==> src/rtl/adc_match_monitor.sv <==
module adc_match_monitor #(
  parameter int RES_W  = 12,
  parameter int CH_W   = 4,
  parameter int CNT_W  = 4,
  parameter int NUM_CH = 12
) (
  input  logic             clk,
  input  logic             rst_n,
  input  logic             res_vld,
  input  logic [CH_W-1:0]  res_ch,
  input  logic [RES_W-1:0] res_data,
  input  logic             cmp_en,
  input  logic             irq_en,
  input  logic             cond_ge,
  input  logic [CH_W-1:0]  sel_ch,
  input  logic [CNT_W-1:0] match_cnt,
  input  logic [RES_W-1:0] ref_val,
  input  logic             fmt_signed,
  input  logic             flag_w1c,
  output logic             cmp_flag,
  output logic             cmp_irq
);
  localparam int TGT_W = CNT_W + 1;

  logic [TGT_W-1:0] cnt;
  logic [TGT_W-1:0] target;
  logic             hit, below, match, reached, set_evt;

  assign target  = {1'b0, match_cnt} + TGT_W'(1);
  assign hit     = res_vld && cmp_en && (res_ch == sel_ch) &&
                   (32'(sel_ch) < NUM_CH);
  assign below   = fmt_signed ? ($signed(res_data) < $signed(ref_val))
                              : (res_data < ref_val);
  assign match   = cond_ge ? !below : below;
  assign reached = (cnt + TGT_W'(1)) >= target;
  assign set_evt = hit && match && reached;

  always_ff @(posedge clk or negedge rst_n) begin
    if (!rst_n)
      cnt <= '0;
    else if (!cmp_en)
      cnt <= '0;
    else if (hit) begin
      if (!match)
        cnt <= '0;
      else if (cnt < target)
        cnt <= cnt + TGT_W'(1);
    end
  end

  always_ff @(posedge clk or negedge rst_n) begin
    if (!rst_n)
      cmp_flag <= 1'b0;
    else if (set_evt)
      cmp_flag <= 1'b1;
    else if (flag_w1c)
      cmp_flag <= 1'b0;
  end

  assign cmp_irq = cmp_flag && irq_en;


  mismatch_clear_chk: assert property (@(posedge clk) disable iff (!rst_n)
    (res_vld && cmp_en && res_ch == sel_ch && !match) |=> (cnt == '0));


  other_ch_hold_chk: assert property (@(posedge clk) disable iff (!rst_n)
    (cmp_en && (!res_vld || res_ch != sel_ch)) |=> $stable(cnt));


  disable_clear_chk: assert property (@(posedge clk) disable iff (!rst_n)
    !cmp_en |=> (cnt == '0));


  irq_follow_chk: assert property (@(posedge clk) disable iff (!rst_n)
    cmp_irq |-> (cmp_flag && irq_en));


  flag_source_chk: assert property (@(posedge clk) disable iff (!rst_n)
    $rose(cmp_flag) |-> $past(res_vld && cmp_en && res_ch == sel_ch));


  clear_takes_chk: assert property (@(posedge clk) disable iff (!rst_n)
    (flag_w1c && !res_vld) |=> !cmp_flag);
endmodule

==> config.mk <==
export PLATFORM = sky130hd
export DESIGN_NAME = adc_match_monitor
export DESIGN_NICKNAME = d
export VERILOG_FILES = /design/src/rtl/adc_match_monitor.sv
export SDC_FILE = /design/constraint.sdc
export NUM_CORES = 1
export LEC_CHECK = 0
export CAP_MARGIN = 20
export CORE_MARGIN = 4
export CORE_UTILIZATION = 42
export DETAILED_ROUTE_END_ITERATION = 6
export PLACE_DENSITY = 0.83
export SYNTH_ARGS = -nofsm -noshare
export SYNTH_HDL_FRONTEND = slang
export SYNTH_SLANG_ARGS = --single-unit
==> constraint.sdc <==
create_clock -name clk -period 2.33 [get_ports clk]
set_input_delay 0.3495 -clock clk [delete_from_list [all_inputs] [get_ports clk]]
set_output_delay 0.3495 -clock clk [all_outputs]
set_load 0.05 [all_outputs]
---- After elaboration in Yosys (flattened, before gate mapping) ----
Index checks and enable logic that the tools add are counted.
operators by class
  $add $sub $neg .......................... 2
  $mul .................................... 0
  divide/modulo/power cells ............... 0
  $lt $le $gt $ge ......................... 5
  equal/unequal tests ..................... 3
  shift operators ......................... 0
  multiplexer cells ....................... 8
  bitwise operators ....................... 0
  reduce and logical (&&, ||, !) cells .... 9
operators with widths
  kind                   number
  $lt A12 B12 Y1         2
  $mux W5                4
  $logic_and A1 B1 Y1    6
  $add A4 B1 Y5 const B  1
  $add A5 B1 Y5 const B  1
  $ge A5 B5 Y1           1
  $lt A5 B5 Y1           1
  $eq A4 B4 Y1           1
  $lt A4 B4 Y1 const B   1
  $mux W1                4
  $ne A3 B2 Y1 const B   1
  $ne A2 B1 Y1 const B   1
  $reduce_and A2 Y1      1
  $reduce_bool A2 Y1     1
  $logic_not A1 Y1       1
storage, ports and cells
  register bits after elaboration ......... 6
  bits in latches ......................... 0
  bits in writable memories ............... 0
  bits in read-only memories .............. 0
  input bits .............................. 44
  output and inout port bits .............. 2
  word-level logic and storage cells ...... 29
  memories ................................ 0

---- Logic depth before layout (Yosys ltp) ----
Gate-level depths: netlist of the first run.
  depth after elaboration ................. 7
  depth in mapped cells ................... 9
  depth with buffers taken out ............ 9

---- Worst setup path after synthesis of the first run ----
Ideal clock, no wire load.
  path kind ............................... input port to flip-flop
  start point ............................. in match_cnt[0]
  end point ............................... reg cnt[1]
  library setup time ...................... 138 ps
  arrival time ............................ 2107 ps
  data required time ...................... 2192 ps
  path slack .............................. 85 ps
  stages on the path ...................... 9
  buffers on the path ..................... 0
  cell sequence ........................... ha_1 > xnor2_1 > ha_1 > a21oi_1 > a21oi_1 > a211oi_1 > nor4b_1 > nor3_1 > o22ai_1
on the way
  longest elaborated chain between the ends .. 4
ends and longest elaborated chain
  element                      RTL line  text
  start: declaration           16        input logic [CNT_W-1:0] match_cnt,
  $add A4 B1 Y5                29        assign target = {1'b0, match_cnt} + TGT_W'(1);
  $lt A5 B5 Y1                 46        else if (cnt < target)
  $ne A3 B2 Y1 (no line)       n/a
  $reduce_and A2 Y1 (no line)  n/a
  end signal: assignment       47        cnt <= cnt + TGT_W'(1);
  end: declaration             25        logic [TGT_W-1:0] cnt;
Every way passes these cells.
A chain may end at the register's enable or synchronous reset.

---- Worst setup path after layout of the first run ----
  start point ............................. in match_cnt[1]
  end point ............................... reg cnt[4]
Same word-level chain as after synthesis.

==> run_results.csv, run 1 <==
group,metric,value,unit
outcome,status,"finished, violations left",
outcome,violations,"setup timing",
global_route,grt_max_degree,8,
sta,hold_viol,0,
floorplan,die_h,58.2,µm
placement,port_buffers,45,
floorplan,fp.dieW,58.2,µm
setup_path,critPathKind,"in2reg",
pwr,ir_worst_vdd,0.295,mV
sta,setup_ws,-0.0274,ns
setup_path,required,2.46,ns
routing,totalWireLength,3770,µm
sta,tightest_slew,0.500,ns
placement,dp_hpwl,2610,µm
job,max_cap_violations,0,
sta,clock_skew,0.00246,ns
cts,holdBufCountCts,0,
pwr,p_sw,0.000171,W
sta,slew-limit-headroom,66.6,%
setup_path,rr_endpoint,"cmp_flag$_DFFE_PN0P_",
routing,drtAntennaViolNets,0,
routing,vias,1286,
cts,clkLatencyLatePin,0.27,ns
pwr,powerDensity,257,mW/mm²
pwr,p_clk_share,22.6,%
yosys,synth_area,0.00106,mm²
pwr,p_comb_share,56.3,%
setup_path,end_kind,"flop",
yosys,avgSynthCellArea,8.02,µm²
global_route,grt_pass1_wl,5130,µm
final_layout,nNetsFinal,269,
pwr,power.internal,0.000326,W
floorplan,num_rows,17,
pwr,p_leak,0.919,nW
sta,post-route-period-util,101,%
cts,cts-root-buf,"clkbuf_4",
sta,setup-violations-final,1,
setup_path,cp.arrival,2.49,ns
floorplan,initial_core_util,46.1,%
global_route,grt.overflow.total,0,
yosys,ys_ff_latch,6,
global_route,antenna_found_initial,0,
yosys,synth_seq_area_share,14.2,%
cts,clk_path_buf_depth,2,
setup_path,startpoint,"match_cnt[1]",
setup_path,r2r-start,"cnt[0]$_DFFE_PN0P_",
sta,max_freq,424,MHz
final_layout,drive_gt1_share,28.0,%
yosys,synth_cells,132,
floorplan,die_area,0.00339,mm²
global_route,grt_pass1_vias,1264,
cts,clk_pin_slew,0.05,ns
sta,tns,-0.0274,ns
final_layout,final_area,0.00193,mm²
routing,vias_per_cell,5.64,
pwr,p_total,0.000496,W
placement,placed_cell_area,0.00166,mm²
routing,drc,0,
routing,dr.pass1.iters,4,
yosys,synth.distinct_cells,35,
setup_path,rrSetupSlack,0.10,ns
placement,gp_congestion,0.885,
sta,post-route-min-period,2.36,ns
setup_path,reg2regPathDepth,9,
final_layout,antenna_cells,0,
routing,wire_per_inst,16.5,µm
global_route,grt_usage,19.4,%
floorplan,coreArea,0.00230,mm²
min_path,min_path_type,"in2async",
yosys,syn_nets,199,
yosys,ys_warn_count,0,
cts,cts_tree,"done",
sta,maxSlewViolCount,0,
setup_path,cp_max_fo,4,
cts,cts_buffers,3,
setup_path,startpoint_type,"input port",
cts,htree_num_levels,1,
pwr,switching_share,34.4,%
final_layout,syn_to_final_growth,82.7,%
routing,drt_iter0_drc,61,
floorplan,pin_count,46,
cts,numClockSinks,6,
pwr,power_frac_seq,21.1,%
cells in the mapped netlist:
| master | instances | share of area (%) |
|---|---|---|
| mux2i_1 | 1 | 0.95 |
| nor3_2 | 1 | 0.95 |
| o21bai_1 | 1 | 0.71 |
| nand2_1 | 11 | 3.9 |
| nor3_1 | 4 | 1.9 |
| a31oi_1 | 2 | 1.2 |
| a21oi_1 | 7 | 3.3 |
| a2111oi_0 | 1 | 0.83 |
| and3_1 | 2 | 1.2 |
| o311a_1 | 1 | 0.95 |
| nand3_1 | 7 | 3.3 |
| nand3b_1 | 2 | 1.4 |
| a211oi_1 | 2 | 1.4 |
| nand4_1 | 2 | 1.2 |
| o22ai_1 | 5 | 3.0 |
| a211o_1 | 2 | 1.7 |
| or4_1 | 1 | 0.71 |
| xor2_1 | 4 | 3.3 |
| or3_4 | 1 | 1.1 |
| ha_1 | 23 | 27 |
| o21ai_0 | 3 | 1.4 |
| a21o_1 | 2 | 1.4 |
| xnor2_1 | 5 | 4.1 |
| nor4b_1 | 1 | 0.83 |
| and2_0 | 1 | 0.59 |
| nor2_1 | 2 | 0.71 |
| inv_1 | 23 | 8.2 |
| nand2b_4 | 1 | 1.3 |
| o31ai_1 | 2 | 1.4 |
| nor2b_1 | 2 | 1.2 |
| a2111oi_4 | 1 | 2.6 |
| and2_1 | 1 | 0.59 |
| dfrtp_1 | 6 | 14 |
| nand2b_1 | 1 | 0.59 |
| o2bb2ai_1 | 1 | 0.83 |
metal layers:
layer / up-vias / track usage (%) / part of all wire [%]
met3: 19 / 3.12 / 6.4
met2: 75 / 39.2 / 53
met5: - / 0 / 0
met4: 0 / 8.28 / 4.7
li1: 608 / - / -
met1: 584 / 18.9 / 36
stage by stage:
step	hold slack (ns)	cells	util, %	setup WS [ns]
floorplan	0.0539	132	-	0.0849
global placement	0.538	221	72.3	-0.332
detailed placement	0.567	221	72.3	-0.533
CTS	0.343	224	77.0	0.00280
global route	0.332	228	84.2	-0.109
finish	0.325	228	84.2	-0.0274
cell type report:
type | count | area [µm²]
well taps | 28 | 35.0
inverters | 23 | 86.3
flip-flops and latches | 6 | 150
clock buffers | 3 | 22.5
multi-input cells | 103 | 1030
fillers | 134 | 363
repair buffers | 65 | 608
cells by family after synthesis:
| family | Yosys count | share of synthesized area (%) |
|---|---|---|
| simple gates | 40 | 21.4 |
| buf+inv | 23 | 8.16 |
| mux | 1 | 0.946 |
| compound gates | 30 | 20.7 |
| xor+xnor | 9 | 7.45 |
| fa+ha+maj | 23 | 27.2 |
| flops | 6 | 14.2 |
worst max path at each step:
stage	to	slack, ns	cells after the start
finish	cnt[4]$_DFFE_PN0P_	-0.03	11
global route	cnt[4]$_DFFE_PN0P_	-0.11	11
floorplan	cnt[1]$_DFFE_PN0P_	0.08	9
CTS	cnt[2]$_DFFE_PN0P_	0.003	7
detailed placement	cnt[4]$_DFFE_PN0P_	-0.53	11
global placement	cnt[3]$_DFFE_PN0P_	-0.33	11
state kept, by name, indices dropped and copies added (netlist names):
register and count:
cmp_flag 1, cnt 5
critical path, stage by stage:
cell           delay, ns
dlygate4sd2_1       0.25
ha_2                0.20
xnor2_2             0.14
ha_1                0.33
a21oi_2             0.16
a21oi_2             0.08
a211oi_2            0.18
buf_4               0.18
o2bb2ai_1           0.10
nor3_2              0.36
o22ai_2             0.16
layout by cell type (no fill, tap or decap), types with 2 or more instances in the layout:
master	instances
a211o_1	2
a21o_1	2
a21oi_1	3
a21oi_2	4
a31oi_1	2
buf_4	21
clkbuf_4	3
clkdlybuf4s50_1	37
dfrtp_1	6
dlygate4sd2_1	2
dlymetal6s2s_1	5
ha_1	14
ha_4	8
inv_1	21
inv_2	2
nand2_1	11
nand3_1	7
nand3b_1	2
nand4_1	2
nor2_1	2
nor2b_1	2
nor3_2	3
o22ai_1	4
o31ai_1	2
xnor2_1	4
xor2_1	3
power by group through the flow:
stage               Combinational (W)  Sequential, W   Clock, W
global placement             0.000215       0.000107          0
global route                 0.000300       0.000105   0.000114
CTS                          0.000240       0.000105  0.0000989
finish                       0.000279       0.000105   0.000112
detailed placement           0.000225       0.000107          0
floorplan                   0.0000947       0.000107          0
what timing repair did:
action / CTS / global route
gates resized for setup: 19 / 25
setup buffers: 0 / 4
gates cloned: 0 / 0
pin swaps: 11 / 12
hold endpoints to repair: 0 / 0
endpoints found under the setup margin: 5 / 5
Note: power is estimated with default switching activity, not from simulation.
==> run 2, diff against run 1 <==
--- a/config.mk
+++ b/config.mk
@@ -9,7 +9,8 @@
 export CORE_MARGIN = 4
 export CORE_UTILIZATION = 42
 export DETAILED_ROUTE_END_ITERATION = 6
-export PLACE_DENSITY = 0.83
+export HOLD_SLACK_MARGIN = 0.06
+export PLACE_DENSITY = 0.8
 export SYNTH_ARGS = -nofsm -noshare
 export SYNTH_HDL_FRONTEND = slang
 export SYNTH_SLANG_ARGS = --single-unit
==> run 2 against run 1 <==
The flow still finishes with violations (setup timing). Largest power group unchanged. Critical path depth decreased by 1. Combinational power increased by 3%. Critical endpoint is now cnt[3]$_DFFE_PN0P_. Clock power decreased by 7%. Sequential share of layout area increased by 0.056 points. Worst setup slack got worse by 0.049 ns. Sequential power about the same. Register-to-register slack improved by 0.17 ns. Wire length decreased by 1.1%.
==> run_results.csv, run 2 (synthesis results as in run 1) <==
group,metric,value,unit
outcome,status,"finished, violations left",
outcome,violations,"setup timing",
global_route,grt_pass1_vias,1310,
min_path,min_path_type,"in2async",
sta,post-route-period-util,103,%
sta,slew-limit-headroom,66.7,%
sta,tightest_slew,0.498,ns
setup_path,critPathKind,"in2reg",
global_route,grt_usage,19.7,%
final_layout,drive_gt1_share,28.9,%
sta,max_freq,416,MHz
job,max_cap_violations,0,
global_route,grt_max_degree,8,
pwr,p_leak,0.905,nW
floorplan,fp.dieW,58.2,µm
cts,cts_tree,"done",
final_layout,multiInputGateArea,0.00105,mm²
floorplan,die_area,0.00339,mm²
routing,drtAntennaViolNets,0,
final_layout,final_cell_mix,"clkdlybuf4s50_1, inv_1, buf_4, ha_1, nand2_1",
sta,setup-violations-final,2,
sta,setup_ws,-0.0767,ns
placement,preCtsSetupSlack,-0.628,ns
setup_path,startpoint,"ref_val[7]",
sta,hold_viol,0,
routing,dr.pass1.iters,4,
cts,numClockSinks,6,
routing,drt_iter0_drc,21,
final_layout,seqCellArea,150,µm²
cts,holdBufCountCts,0,
final_layout,final_area,0.00192,mm²
global_route,antenna_found_initial,0,
setup_path,cp.arrival,2.57,ns
setup_path,end_kind,"flop",
final_layout,largest_register_ffs,5,
floorplan,pin_count,46,
placement,gp_congestion,0.912,
cts,cts_buffers,3,
placement,place_inst,222,
cts,htree_num_levels,1,
setup_path,startpoint_type,"input port",
floorplan,initial_core_util,46.1,%
final_layout,nNetsFinal,266,
floorplan,num_rows,17,
cts,cts-root-buf,"clkbuf_4",
routing,wire_per_inst,16.6,µm
global_route,globalRouteMet1Util,19.9,%
final_layout,layout.cells.non_filler,225,
cts,cts_setup_buffers,0,
routing,drc,0,
pwr,powerDensity,258,mW/mm²
sta,post-route-min-period,2.41,ns
cts,clk_path_buf_depth,2,
global_route,grt.overflow.total,0,
global_route,grt_pass1_wl,5210,µm
final_layout,max_flop_register,"cnt",
sta,clock_skew,0.000446,ns
global_route,busiest_layer,"met2",
final_layout,fillers,138,
routing,vias,1248,
routing,totalWireLength,3730,µm
placement,placed_cell_area,0.00167,mm²
floorplan,coreArea,0.00230,mm²
placement,dp_hpwl,2760,µm
pwr,ir_worst_vdd,0.287,mV
final_layout,mostFrequentLayoutCell,"clkdlybuf4s50_1",
sta,maxSlewViolCount,0,
setup_path,required,2.49,ns
floorplan,die_h,58.2,µm
setup_path,r2r-start,"cnt[0]$_DFFE_PN0P_",
final_layout,syn_to_final_growth,81.4,%
sta,rsz0062_at_grt,"true",
setup_path,cp_max_fo,3,
cts,clk_pin_slew,0.05,ns
global_route,grt_use_met3,2.00,%
routing,vias_per_cell,5.55,
final_layout,top_regs,"cnt: 5 flops, cmp_flag: 1 flops",
placement,port_buffers,45,
final_layout,antenna_cells,0,
cts,clkLatencyLatePin,0.25,ns
global_route,grt_use_met2,41.3,%
==> run 2: cell types whose count changed in the layout (fill, tap and decap cells not counted), sizes merged <==
cell,before,now
clkdlybuf4s50,37,36
buf,21,18
clkbuf,3,4
==> run 2: area by class of cell <==
class | count | area share (%)
multi-input cells | 103 | 54.5
well taps | 28 | 1.82
flip-flops and latches | 6 | 7.82
repair buffers | 62 | 30.2
inverters | 23 | 4.50
clock buffers | 3 | 1.17
==> run 2: path summary, 6_finish.rpt <==
check,to,slack (ns),cells after the start
max in group asynchronous,cnt[0]$_DFFE_PN0P_,1.76,1
worst min-delay path,cmp_flag$_DFFE_PN0P_,0.34,1
worst max register to register,cnt[3]$_DFFE_PN0P_,0.27,9
min in group clk,cmp_flag$_DFFE_PN0P_,0.57,2
worst min register to register,cmp_flag$_DFFE_PN0P_,0.57,2
worst max-delay path,cnt[3]$_DFFE_PN0P_,-0.08,10
==> run 2: timing repair <==
| action | CTS | global route |
|---|---|---|
| pin swaps | 8 | 9 |
| gates resized for setup | 16 | 35 |
| endpoints found under the setup margin | 5 | 6 |
==> run 2: layer usage <==
layer	wire, µm	vias up	part of all wire [%]
met5	0	-	0
met4	78	0	2.1
met3	214	7	5.7
met2	2060	52	55
met1	1370	581	37
li1	-	608	-
==> run 2: metrics by stage <==
stage | total power [W] | TNS, ns | util (%) | hold WS (ns)
3_3_place_gp | 0.000325 | -1.64 | 72.7 | 0.539
6_report | 0.000495 | -0.0862 | 83.6 | 0.344
2_1_floorplan | 0.000202 | 0 | - | 0.0539
4_1_cts | 0.000456 | 0 | 76.6 | 0.341
3_5_place_dp | 0.000337 | -2.96 | 72.7 | 0.573
5_1_grt | 0.000527 | -0.370 | 83.6 | 0.349
==> run 2: power by group <==
part           total, W  internal (W)  switching (W)  leakage (nW)
Sequential     0.000105      0.000105    0.000000390        0.0838
Combinational  0.000286      0.000165       0.000121         0.808
Clock          0.000104     0.0000588      0.0000453        0.0138
==> run 2: worst max-delay path: stages <==
cell and delay [ns]:
clkdlybuf4s50_1 0.46, inv_1 0.06, ha_4 0.28, nand2_2 0.06
buf_4 0.13, a211o_1 0.27, o21bai_1 0.31, nor4b_2 0.31
nor3_2 0.11, o22ai_1 0.22
